## src/rtl/mw_eeprom_pkg.sv

```systemverilog
package mw_eeprom_pkg;
  typedef enum logic [2:0] {
    ST_IDLE, ST_OPC, ST_ADDR, ST_PAD, ST_WDATA, ST_RDATA, ST_DONE
  } mw_state_t;

  localparam logic [1:0] OPC_READ    = 2'b10;
  localparam logic [1:0] OPC_WRITE   = 2'b01;
  localparam logic [1:0] OPC_SPECIAL = 2'b00;

  localparam logic [1:0] SP_ENABLE  = 2'b11;
  localparam logic [1:0] SP_DISABLE = 2'b00;
  localparam logic [1:0] SP_ERASE   = 2'b10;
endpackage

```

## src/rtl/mw_sk_edge.sv

```systemverilog
module mw_sk_edge (
  input  logic clk,
  input  logic rst_n,
  input  logic sk,
  output logic sk_rise
);
  logic sk_q;

  always_ff @(posedge clk) begin
    if (!rst_n) sk_q <= 1'b0;
    else        sk_q <= sk;
  end

  assign sk_rise = sk & ~sk_q;
endmodule

```

## src/rtl/mw_decoder.sv

```systemverilog
module mw_decoder
  import mw_eeprom_pkg::*;
#(
  parameter int AW          = 7,
  parameter int DW          = 8,
  parameter int SINGLE_WORD = 0,
  parameter int EXTRA_READ  = 0,
  parameter int LONG_INSTR  = 0
) (
  input  logic          clk,
  input  logic          rst_n,
  input  logic          cs,
  input  logic          sk_rise,
  input  logic          di,
  input  logic          busy,
  input  logic [DW-1:0] rd_data,
  output logic [AW-1:0] rd_addr,
  output logic          wr_en,
  output logic [AW-1:0] wr_addr,
  output logic [DW-1:0] wr_data,
  output logic          erase_go,
  output logic          wel,
  output logic          idle,
  output logic          so
);
  localparam int MAXW = (AW > DW) ? AW : DW;
  localparam int CW   = $clog2(MAXW);
  localparam int BW   = $clog2(DW);

  mw_state_t     state;
  logic [1:0]    opc;
  logic [AW-1:0] addr;
  logic [DW-1:0] sr;
  logic [CW-1:0] cnt;
  logic [BW-1:0] bidx;
  logic [AW-1:0] a_next;
  logic [1:0]    sp_cmd;
  logic          sp_now;

  assign a_next = {addr[AW-2:0], di};
  assign sp_cmd = (state == ST_ADDR) ? a_next[AW-1 -: 2] : addr[AW-1 -: 2];

  always_comb begin
    sp_now = 1'b0;
    if (cs && sk_rise && opc == OPC_SPECIAL) begin
      if (state == ST_ADDR && cnt == CW'(AW-1) && LONG_INSTR == 0) sp_now = 1'b1;
      if (state == ST_PAD && cnt == CW'(1)) sp_now = 1'b1;
    end
  end

  always_ff @(posedge clk) begin
    if (!rst_n) begin
      state    <= ST_IDLE;
      opc      <= '0;
      addr     <= '0;
      sr       <= '0;
      cnt      <= '0;
      bidx     <= '0;
      wel      <= 1'b0;
      wr_en    <= 1'b0;
      erase_go <= 1'b0;
    end else begin
      wr_en    <= 1'b0;
      erase_go <= 1'b0;
      if (!cs) begin
        state <= ST_IDLE;
      end else if (sk_rise) begin
        case (state)
          ST_IDLE: if (di && !busy) begin
            state <= ST_OPC;
            cnt   <= '0;
          end
          ST_OPC: begin
            opc <= {opc[0], di};
            if (cnt == CW'(1)) begin
              state <= ST_ADDR;
              cnt   <= '0;
            end else cnt <= cnt + CW'(1);
          end
          ST_ADDR: begin
            addr <= a_next;
            if (cnt == CW'(AW-1)) begin
              cnt  <= '0;
              bidx <= '0;
              case (opc)
                OPC_READ:    state <= (EXTRA_READ != 0) ? ST_PAD : ST_RDATA;
                OPC_WRITE:   state <= ST_WDATA;
                OPC_SPECIAL: state <= (LONG_INSTR != 0) ? ST_PAD : ST_DONE;
                default:     state <= ST_DONE;
              endcase
            end else cnt <= cnt + CW'(1);
          end
          ST_PAD: begin
            if (opc == OPC_READ)       state <= ST_RDATA;
            else if (cnt == CW'(1))    state <= ST_DONE;
            else                       cnt   <= cnt + CW'(1);
          end
          ST_WDATA: begin
            sr <= {sr[DW-2:0], di};
            if (cnt == CW'(DW-1)) begin
              wr_en <= wel;
              state <= ST_DONE;
            end else cnt <= cnt + CW'(1);
          end
          ST_RDATA: begin
            if (bidx == BW'(DW-1)) begin
              bidx <= '0;
              if (SINGLE_WORD != 0) state <= ST_DONE;
              else                  addr  <= addr + AW'(1);
            end else bidx <= bidx + BW'(1);
          end
          default: ;
        endcase
      end
      if (sp_now) begin
        case (sp_cmd)
          SP_ENABLE:  wel      <= 1'b1;
          SP_DISABLE: wel      <= 1'b0;
          SP_ERASE:   erase_go <= wel;
          default: ;
        endcase
      end
    end
  end

  always_comb begin
    if (!cs)                    so = 1'b0;
    else if (state == ST_RDATA) so = rd_data[BW'(DW-1) - bidx];
    else if (state == ST_IDLE)  so = ~busy;
    else                        so = 1'b0;
  end

  assign idle    = (state == ST_IDLE);
  assign rd_addr = addr;
  assign wr_addr = addr;
  assign wr_data = sr;
endmodule

```

## src/rtl/mw_store.sv

```systemverilog
module mw_store #(
  parameter int AW          = 7,
  parameter int DW          = 8,
  parameter int PROG_CYCLES = 6000
) (
  input  logic          clk,
  input  logic          rst_n,
  input  logic [AW-1:0] rd_addr,
  output logic [DW-1:0] rd_data,
  input  logic          wr_en,
  input  logic [AW-1:0] wr_addr,
  input  logic [DW-1:0] wr_data,
  input  logic          erase_go,
  output logic          busy
);
  localparam int DEPTH    = 1 << AW;
  localparam int BUSY_LEN = (PROG_CYCLES > DEPTH) ? PROG_CYCLES : DEPTH + 1;
  localparam int TW       = $clog2(BUSY_LEN + 1);

  logic [DW-1:0] mem [DEPTH];
  logic [TW-1:0] timer;
  logic          sweep_on;
  logic [AW-1:0] sweep_idx;

  always_ff @(posedge clk) begin
    if (wr_en)         mem[wr_addr]   <= wr_data;
    else if (sweep_on) mem[sweep_idx] <= '1;
  end

  always_ff @(posedge clk) begin
    if (!rst_n) begin
      timer     <= '0;
      sweep_on  <= 1'b0;
      sweep_idx <= '0;
    end else begin
      if (wr_en || erase_go) timer <= TW'(BUSY_LEN);
      else if (timer != '0)  timer <= timer - TW'(1);
      if (erase_go) begin
        sweep_on  <= 1'b1;
        sweep_idx <= '0;
      end else if (sweep_on) begin
        sweep_idx <= sweep_idx + AW'(1);
        if (sweep_idx == AW'(DEPTH-1)) sweep_on <= 1'b0;
      end
    end
  end

  assign rd_data = mem[rd_addr];
  assign busy    = (timer != '0);
endmodule

```

## src/rtl/mw_eeprom.sv

```systemverilog
module mw_eeprom #(
  parameter int SIZE_BYTES  = 128,
  parameter int WORD16      = 0,
  parameter int SINGLE_WORD = 0,
  parameter int EXTRA_READ  = 0,
  parameter int LONG_INSTR  = 0,
  parameter int PROG_CYCLES = 6000
) (
  input  logic clk,
  input  logic rst_n,
  input  logic cs,
  input  logic sk,
  input  logic di,
  output logic so
);
  localparam int AW = $clog2(SIZE_BYTES) - ((WORD16 != 0) ? 1 : 0);
  localparam int DW = (WORD16 != 0) ? 16 : 8;

  logic          sk_rise;
  logic          busy;
  logic          wr_en;
  logic          erase_go;
  logic          wel;
  logic          idle;
  logic [AW-1:0] rd_addr;
  logic [AW-1:0] wr_addr;
  logic [DW-1:0] rd_data;
  logic [DW-1:0] wr_data;

  mw_sk_edge u_edge (
    .clk(clk), .rst_n(rst_n), .sk(sk), .sk_rise(sk_rise)
  );

  mw_decoder #(
    .AW(AW), .DW(DW), .SINGLE_WORD(SINGLE_WORD),
    .EXTRA_READ(EXTRA_READ), .LONG_INSTR(LONG_INSTR)
  ) u_dec (
    .clk(clk), .rst_n(rst_n), .cs(cs), .sk_rise(sk_rise), .di(di),
    .busy(busy), .rd_data(rd_data), .rd_addr(rd_addr), .wr_en(wr_en),
    .wr_addr(wr_addr), .wr_data(wr_data), .erase_go(erase_go),
    .wel(wel), .idle(idle), .so(so)
  );

  mw_store #(.AW(AW), .DW(DW), .PROG_CYCLES(PROG_CYCLES)) u_store (
    .clk(clk), .rst_n(rst_n), .rd_addr(rd_addr), .rd_data(rd_data),
    .wr_en(wr_en), .wr_addr(wr_addr), .wr_data(wr_data),
    .erase_go(erase_go), .busy(busy)
  );
endmodule

```

## config.mk

```make
export PLATFORM = sky130hd
export DESIGN_NAME = mw_eeprom
export DESIGN_NICKNAME = d
export VERILOG_FILES = /design/src/rtl/mw_eeprom_pkg.sv /design/src/rtl/mw_sk_edge.sv /design/src/rtl/mw_decoder.sv /design/src/rtl/mw_store.sv /design/src/rtl/mw_eeprom.sv
export SDC_FILE = /design/constraint.sdc
export NUM_CORES = 1
export LEC_CHECK = 0
export CAP_MARGIN = 10
export CORE_AREA = 2 2 332 334
export CTS_CLUSTER_SIZE = 28
export DETAILED_ROUTE_END_ITERATION = 7
export DIE_AREA = 0 0 334 336
export DONT_BUFFER_PORTS = 1
export GPL_TIMING_DRIVEN = 0
export PLACE_DENSITY = 0.54
export SLEW_MARGIN = 20
export SYNTH_ARGS = -nofsm -noshare
export SYNTH_HDL_FRONTEND = slang
export SYNTH_SLANG_ARGS = --single-unit
```

## constraint.sdc

```tcl
create_clock -name clk -period 5.4 [get_ports clk]
set_input_delay 0.54 -clock clk [delete_from_list [all_inputs] [get_ports clk]]
set_output_delay 0.54 -clock clk [all_outputs]
set_load 0.005 [all_outputs]
```

# [Word-level counts from Yosys, hierarchy flattened]
# Memories as Yosys holds them, arrays and structs flattened. A register that Yosys moved wholly into a read port is not among the register bits.
# Index checks and enable logic that the tools add are counted.
[word_totals] ff_bits=51 mem_bits_rw=1024 in_bits=5 out_inout_bits=1 memories=1
[op_classes] add_sub_neg=6 order_cmp=1 eq_ne=23 n_mux=45 bitwise_logic=4 n_reduce_logical=28
[memory_table] memory="u_store.mem" words=128 width=8 read_ports=1 rd_clocked_by_memory_dff=1 write_ports=1 line_no="mw_store.sv:20" text="logic [DW-1:0] mem [DEPTH];"
[op_table] operator="two-way mux 3 bit" count=14
[op_table] operator="one-hot mux 3 bit (5 select lines)" count=2
[op_table] operator="two-way mux 7 bit" count=4
[op_table] operator="two-way mux 13 bit" count=2
[op_table] operator="two-way mux 1 bit" count=16
[op_table] operator="equality test 3 bit (second input constant)" count=5
[op_table] operator="adder 7 x 1 -> 7 bit (second input constant)" count=2
[op_table] operator="one-hot mux 7 bit (2 select lines)" count=1
[op_table] operator="AND reduction 7 bit" count=2
[op_table] operator="nonzero test 13 bit" count=1
[op_table] operator="subtractor 13 x 1 -> 13 bit (second input constant)" count=1
[op_table] operator="AND reduction 3 bit" count=3
[op_table] operator="two-way mux 8 bit" count=1
[op_table] operator="inequality test 2 x 1 -> 1 bit (second input constant)" count=4
[op_table] operator="inequality test 2 bit (second input constant)" count=4
[op_table] operator="AND reduction 4 bit" count=2
[op_table] operator="OR reduction 8 bit" count=1
[op_table] operator="equality test 7 bit (second input constant)" count=1
[op_table] operator="adder 3 x 1 -> 3 bit (second input constant)" count=2
[op_table] operator="equality test 2 bit (second input constant)" count=3
[op_table] operator="equality test 3 x 1 -> 1 bit (second input constant)" count=2
[op_table] operator="equality test 3 x 2 -> 1 bit (second input constant)" count=2
[op_table] operator="one-hot mux 3 bit (2 select lines)" count=1
[op_table] operator="nonzero test 2 bit" count=3
[op_table] operator="19 further kinds" count=28

# [Longest topological paths before layout]
# Gate-level depths: netlist of the first run.
[logic_depth] depth_word=6 ltp_mapped=14 depth_no_buf=10

# [Modules after synthesis]
# Synthesis of the first run repeated with hierarchy kept, for this count alone.
[hier_totals] hier_cells=2001 area_unflattened_um2=42568.3
[by_module_without_submodules] module="mw_store" instances=1 cells_per_inst=1771 area_each_um2=40736.6
[by_module_without_submodules] module="mw_decoder" instances=1 cells_per_inst=227 area_each_um2=1791.7
[by_module_without_submodules] module="mw_sk_edge" instances=1 cells_per_inst=3 area_each_um2=40.0

# [Worst setup path before layout of the first run]
# No wires, ideal clock.
[synth_path] path_kind="register to register" from="reg u_store.sweep_on" to="mem u_store.mem[0][0] (data pin)" setup_time_ns=0.551 arrival_time_ns=2.798 required_ns=4.849 slack_ns=2.050 path_stages_with_launch=6 path_buffers=3 synth_period_minus_slack_ns=3.350 path_cell_list="dfxtp_1 clkbuf_1 nand2b_1 clkbuf_1 clkbuf_1 nand2b_1"
[synth_between] elab_chain_len=5
[synth_rtl] element="start: declaration" line_no="mw_store.sv:22" text="logic sweep_on;"
[synth_rtl] element="start signal: assignment" line_no="mw_store.sv:33" text="sweep_on <= 1'b0;"
[synth_rtl] element="start signal: assignment" line_no="mw_store.sv:39" text="sweep_on <= 1'b1;"
[synth_rtl] element="start signal: assignment" line_no="mw_store.sv:43" text="if (sweep_idx == AW'(DEPTH-1)) sweep_on <= 1'b0;"
[synth_rtl] element="two-way mux 1 bit" line_no="mw_store.sv:27" text="else if (sweep_on) mem[sweep_idx] <= '1;"
[synth_rtl] element="two-way mux 1 bit" line_no="mw_store.sv:26" text="if (wr_en) mem[wr_addr] <= wr_data;"
[synth_rtl] element="two-way mux 1 bit (implied by the code)" line_no="mw_store.sv:27"
[synth_rtl] element="OR reduction 8 bit (no source line)"
[synth_rtl] element="two-way mux 8 bit (no source line)"
[synth_rtl] element="end: declaration" line_no="mw_store.sv:20"
# No other way between the ends.

==> results.json, run 1 <==
{
  "yosysTopAreaCell": "edfxtp_1",
  "met1_length_mm": 54.8,
  "power_mw": 16.8,
  "syn-num-nets": 2289,
  "syn_to_final_growth_pct": 12.9,
  "die_area_um2": 112000,
  "status": "finished with violations",
  "clkLatencyLatePin_ps": 690,
  "io_pins": 6,
  "crit_top_cell": "buf_4",
  "seq_area_frac_synth_pct": 74.0,
  "cp_top_family": "buffers and inverters",
  "cts-root-buf": "clkbuf_16",
  "p_leak_nw": 14.0,
  "yosysMostFrequentCell": "edfxtp_1",
  "final_area_um2": 48700,
  "clkTransAtPathRegs_ps": 60,
  "grtUsageTotal_pct": 24.6,
  "ys_top_cells_by_count": "edfxtp_1 (1024), mux4_2 (236), nor2_1 (188)",
  "violations": "negative setup slack",
  "fin_skew_ps": 24.8,
  "wl_met2_mm": 64.2,
  "power.density_nw_per_um2": 346,
  "final_hold_viol_count": 0,
  "synth_top_cell_area_share_pct": 71.3,
  "initial_core_util_pct": 39.8,
  "synth_top_cells_by_area": "edfxtp_1 (71%), mux4_2 (12%), dfxtp_1 (2.7%)",
  "grt_pass1_wl_mm": 189,
  "r2r_setup_slack_ps": 1250,
  "cp.required_ps": 4860,
  "crit_buf_inv": 4,
  "nets": 2409,
  "synth_warnings": 0,
  "antenna_left": 0,
  "clock_sinks": 1082,
  "crit_chain": "buf_4 > buf_6 > buf_4 > nand2_2 > clkbuf_2 > o221ai_1 > o22ai_1 > nor3_1 > nor4_1 > a31oi_1 > nand4_1 > o211ai_1",
  "ys_ff_latch": 1082,
  "cts_tree": "yes",
  "coreArea_um2": 108000,
  "grt_max_degree": 73,
  "port_buffers": 0,
  "cp.arrival_ps": 4890,
  "ir_drop_v": 0.000274,
  "h-tree-depth": 3,
  "drv_cap": 0,
  "drt_pass1_iterations": 6,
  "drive_gt1_share_pct": 21.5,
  "crit_slowest_cell": "o211ai_1",
  "syn_inst": 2269,
  "numCtsBuffers": 111,
  "hpwl_mm": 92.0,
  "post-route-drc-count": 0,
  "synthArstFlopShare_pct": 0,
  "worst_slack_ps": -34.6,
  "grt_pass1_vias": 23400,
  "fmax_ghz": 0.184,
  "drt_iter0_drc": 3080,
  "dp_slack_ps": 428,
  "drv_slew": 0,
  "synth-edff-count": 1024,
  "max_slew_margin_pct": 16.5,
  "netlist_area_um2": 43100,
  "place_area_um2": 45200,
  "setup_viol": 1,
  "synth_cell_types": 68,
  "viasPerCell": 6.13,
  "hp-class": "input port to flop",
  "vias": 23900,
  "clk_path_buf_depth": 3,
  "synthFlopType": "edfxtp_1",
  "critPathMaxFanout": 12,
  "end_kind": "primary output",
  "top_layer": "met4",
  "grt_antenna_before_repair": 3,
  "period_needed_ps": 5430,
  "wl_met3_mm": 13.2,
  "slowest_delay_ps": 650,
  "die_h_um": 336,
  "cts_setup_buffers": 0,
  "rsz0062_at_grt": "no",
  "finalCritPeriodShare_pct": 101,
  "die_w_um": 334,
  "start_kind": "flop",
  "syn_avg_cell_area_um2": 19.0,
  "crit_type": "flop to primary output",
  "overflow": 0,
  "rows": 121,
  "tightest_slew_ps": 1250,
  "place_congestion": 1.01,
  "drt_wl_total_mm": 138,
  "wire_per_inst_um": 35.4
}
[report_power, final]
part | switching [mW] | internal, mW
Clock | 3.21 | 4.09
Combinational | 0.247 | 0.160
Sequential | 0.0400 | 9.08
[worst register-to-register path: cells and delay by family, from the launching register on]
family / cells / cell delay (ps)
compound gates: 1 / 950
buf+inv: 2 / 590
flops: 1 / 300
simple gates: 3 / 1890
[layout make-up]
class	instances	area (um^2)
Multi-Input combinational cell	1051	10500
Tap cell	1414	1770
Clock inverter	67	469
Inverter	11	41.3
Buffer	121	850
Fill cell	9274	59700
Antenna cell	2	5.00
Timing Repair Buffer	11	250
Sequential cell	1082	31900
Clock buffer	137	2920
[cell families (layout without fill, tap and decap cells)]
| family | Yosys count | after routing | synth area share, % |
|---|---|---|---|
| other cells | 0 | 2 | 0 |
| flops | 1082 | 1082 | 74.0 |
| fa+ha+maj | 15 | 15 | 0.435 |
| buf+inv | 136 | 347 | 1.98 |
| compound gates | 230 | 230 | 3.65 |
| xor+xnor | 12 | 12 | 0.244 |
| mux | 333 | 333 | 14.7 |
| simple gates | 461 | 461 | 4.95 |
[layout by cell type, fill, tap and decap left out, drive strengths merged, types with 6 or more instances in the layout]
| cell type | n |
|---|---|
| nand2 | 94 |
| dfxtp | 58 |
| o22ai | 31 |
| or3 | 8 |
| clkbuf | 190 |
| o21ai | 33 |
| a21oi | 51 |
| nor2 | 188 |
| nand3b | 16 |
| buf | 75 |
| a22o | 6 |
| nand2b | 26 |
| a22oi | 14 |
| clkinv | 59 |
| nand3 | 39 |
| or2 | 7 |
| o221ai | 29 |
| nor3 | 29 |
| mux2 | 20 |
| mux2i | 74 |
| a221oi | 6 |
| xnor2 | 9 |
| mux4 | 239 |
| ha | 15 |
| nand4 | 8 |
| edfxtp | 1024 |
| nor2b | 17 |
| bufinv | 6 |
| a31oi | 10 |
| a211oi | 6 |
| inv | 10 |
| nor4 | 13 |
| and2 | 7 |
[stage by stage]
stage	setup TNS, ps	utilization, %	instances	hold WS [ps]
finish	-34.6	44.9	3896	43.9
global route	0	44.9	3894	55.2
CTS	0	44.9	3897	16.1
detailed placement	0	41.7	3691	470
global placement	-123120	41.4	3683	451
floorplan	0	-	2269	438
[registers in the layout, summed over array words and instances, names as in the netlist, named ones only]
| signal | count |
|---|---|
| u_dec.wr_data | 8 |
| u_store.timer | 13 |
| u_dec.wr_en | 1 |
| u_store.sweep_idx | 7 |
| u_dec.rd_addr | 7 |
| u_dec.wel | 1 |
| u_store.sweep_on | 1 |
| u_dec.cnt | 3 |
| u_dec.state | 3 |
| u_dec.bidx | 3 |
| u_edge.sk_q | 1 |
| u_dec.erase_go | 1 |
| u_store.mem | 1024 |
| u_dec.opc | 2 |
[routing by layer]
| metal | track usage (%) | up-vias |
|---|---|---|
| met5 | 0 | - |
| li1 | - | 9519 |
| met3 | 5.29 | 252 |
| met1 | 33.6 | 12900 |
| met2 | 38.9 | 1252 |
| met4 | 9.58 | 0 |
[worst paths after layout]
path                                       start                   to  cells past startpoint
worst min-delay path                       rst_n       u_dec.state[1]                      2
worst max-delay path                        flop                   so                     12
worst max register to register  u_store.sweep_on  u_store.mem[124][3]                      6
worst min register to register  u_dec.wr_data[7]     u_dec.wr_data[7]                      2
[timing repair]
item,4_1_cts,5_1_grt
pin swaps,0,1
endpoints found under the hold margin,8,0
gates cloned,0,0
resized for setup,10,13
endpoints found under the setup margin,1,1
hold buffers,3,0
No activity file was read; power rests on OpenSTA's default activity.
==> run 2: changes to the inputs <==
CELL_PAD_IN_SITES_DETAIL_PLACEMENT = 1   (was unset)
CELL_PAD_IN_SITES_GLOBAL_PLACEMENT = 1   (was unset)
PLACE_DENSITY = 0.6   (was 0.54)
TNS_END_PERCENT = 1   (was unset)
==> run 2 against run 1 <==
Net effect: the flow still finishes with violations (negative setup slack); global-route usage increased by 1.1 points; wire length increased by 4.0%; critical path depth decreased by 2; count of clock-buffer cells in the layout increased by 6; die area unchanged; combinational power decreased by 2%; highest routed layer is now met5; cell area increased by 0.51%; cell count about the same; power increased by 1.4%; register-to-register slack got worse by 30 ps.
==> results.json, run 2 (synthesized netlist as in run 1, its figures left out) <==
{
  "cp.required_ps": 4860,
  "cp_top_family": "buffers and inverters",
  "initial_core_util_pct": 39.8,
  "clk_path_buf_depth": 3,
  "seq_power_share_pct": 53.4,
  "vias": 23900,
  "dp.cells": 3696,
  "fillers": 10200,
  "rows": 121,
  "post-route-drc-count": 0,
  "fin_skew_ps": 33.3,
  "die_w_um": 334,
  "cts_setup_buffers": 0,
  "final_common_cell": "edfxtp_1",
  "internal_power_mw": 13.5,
  "critPathMaxFanout": 19,
  "clock_power_share_pct": 44.3,
  "io_pins": 6,
  "power.density_nw_per_um2": 349,
  "setup_viol": 1,
  "grt_antenna_before_repair": 2,
  "largest_register": "u_store.mem",
  "instances_no_fill": 3899,
  "p_switching_mw": 3.58,
  "drt_pass1_iterations": 7,
  "crit_type": "flop to primary output",
  "status": "finished with violations",
  "clock_sinks": 1082,
  "h-tree-depth": 3,
  "met1_length_mm": 57.7,
  "drv_cap": 0,
  "coreArea_um2": 108000,
  "crit_chain": "clkbuf_4 > inv_2 > buf_4 > buf_2 > mux2i_1 > o21ai_0 > a31oi_1 > nor4_1 > nand3_1 > o211ai_1",
  "max_slew_margin_pct": 15.7,
  "grt_pass1_wl_mm": 198,
  "largest_reg_flops": 1024,
  "wl_met2_mm": 68.1,
  "crit_slowest_cell": "buf_2",
  "clkLatencyLatePin_ps": 710,
  "swShare_pct": 21.0,
  "fmax_ghz": 0.185,
  "slowest_delay_ps": 670,
  "start_kind": "flop",
  "seq_area_um2": 31900,
  "cp.arrival_ps": 4880,
  "drive_gt1_share_pct": 22.3,
  "port_buffers": 0,
  "grt_max_degree": 77,
  "final_hold_viol_count": 0,
  "place_congestion": 0.936,
  "p_leak_nw": 14.1,
  "finalCritPeriodShare_pct": 100,
  "viasPerCell": 6.14,
  "drv_slew": 0,
  "hp-class": "input port to flop",
  "period_needed_ps": 5420,
  "wire_per_inst_um": 36.8,
  "drt_iter0_drc": 2998,
  "antenna_left": 0,
  "ir_drop_v": 0.000281,
  "multi_input_area_um2": 10500,
  "diodes": 0,
  "end_kind": "primary output",
  "crit_buf_inv": 4,
  "combinationalPowerShare_pct": 2.3,
  "final_cell_mix": "edfxtp_1 (1024), mux4_2 (236), nor2_1 (172), clkbuf_16 (114), nand2_1 (93)",
  "overflow": 0,
  "drt_wl_total_mm": 143,
  "grt_pass1_vias": 24500,
  "grtUsageTotal_pct": 25.8,
  "cts_tree": "yes",
  "die_area_um2": 112000,
  "utilization_pct": 45.1,
  "nets": 2416,
  "top_layer": "met5",
  "rsz0062_at_grt": "no",
  "clkTransAtPathRegs_ps": 60,
  "hpwl_mm": 94.1,
  "syn_to_final_growth_pct": 13.5,
  "die_h_um": 336,
  "cts-root-buf": "clkbuf_16",
  "wl_met3_mm": 11.6,
  "violations": "negative setup slack",
  "numCtsBuffers": 112,
  "worst_slack_ps": -19.9,
  "tightest_slew_ps": 1270
}
run 2: layout make-up:
class	count	share of cell area, %
well taps	1414	3.62
flip-flops and latches	1082	65.2
plain buffers	122	1.76
clock buffers	143	6.15
multi-input cells	1051	21.5
inverters	11	0.0844
repair buffers	16	0.713
clock inverters	60	1.00
run 2: timing repair:
item,in CTS,in global routing
endpoints found under the hold margin,10,0
resized for setup,14,20
setup endpoints to repair,1,1
hold buffers,3,0
pin swaps,1,1
run 2: stage by stage:
| step | instance area (um^2) | worst slack (ps) | setup TNS [ps] | total power, mW | hold WS [ps] |
|---|---|---|---|---|---|
| after floorplan | 43100 | 2050 | 0 | 9.57 | 438 |
| after global placement | 44900 | -372 | -206160 | 9.67 | 457 |
| after detailed placement | 45300 | 159 | 0 | 9.70 | 471 |
| after CTS | 48900 | 2.53 | 0 | 17.1 | 29.7 |
| after global routing | 48900 | 24.0 | 0 | 17.5 | 75.1 |
| final | 48900 | -19.9 | -19.9 | 17.1 | 66.7 |
run 2: final timing paths:
path	slack, ps	cells after the start	start	end
worst max-delay path	-20	10	flop	so
worst min-delay path	70	2	rst_n	u_dec.state[2]
worst max register to register	1220	8	u_store.sweep_on	u_store.mem[41][3]
worst min register to register	480	2	u_dec.wr_data[1]	u_dec.wr_data[1]
run 2: power groups by stage:
stage | Sequential (mW) | Combinational, mW | Clock [mW]
after floorplan | 9.29 | 0.287 | 0
after global placement | 9.29 | 0.381 | 0
after detailed placement | 9.30 | 0.402 | 0
after CTS | 9.12 | 0.406 | 7.62
after global routing | 9.12 | 0.446 | 7.91
final | 9.12 | 0.399 | 7.56
run 2: routing by layer:
layer | global-route usage, % | vias up
li1 | - | 9527
met1 | 34.4 | 13000
met2 | 41.5 | 1133
met3 | 5.22 | 273
met4 | 10.4 | 2
met5 | 0 | -
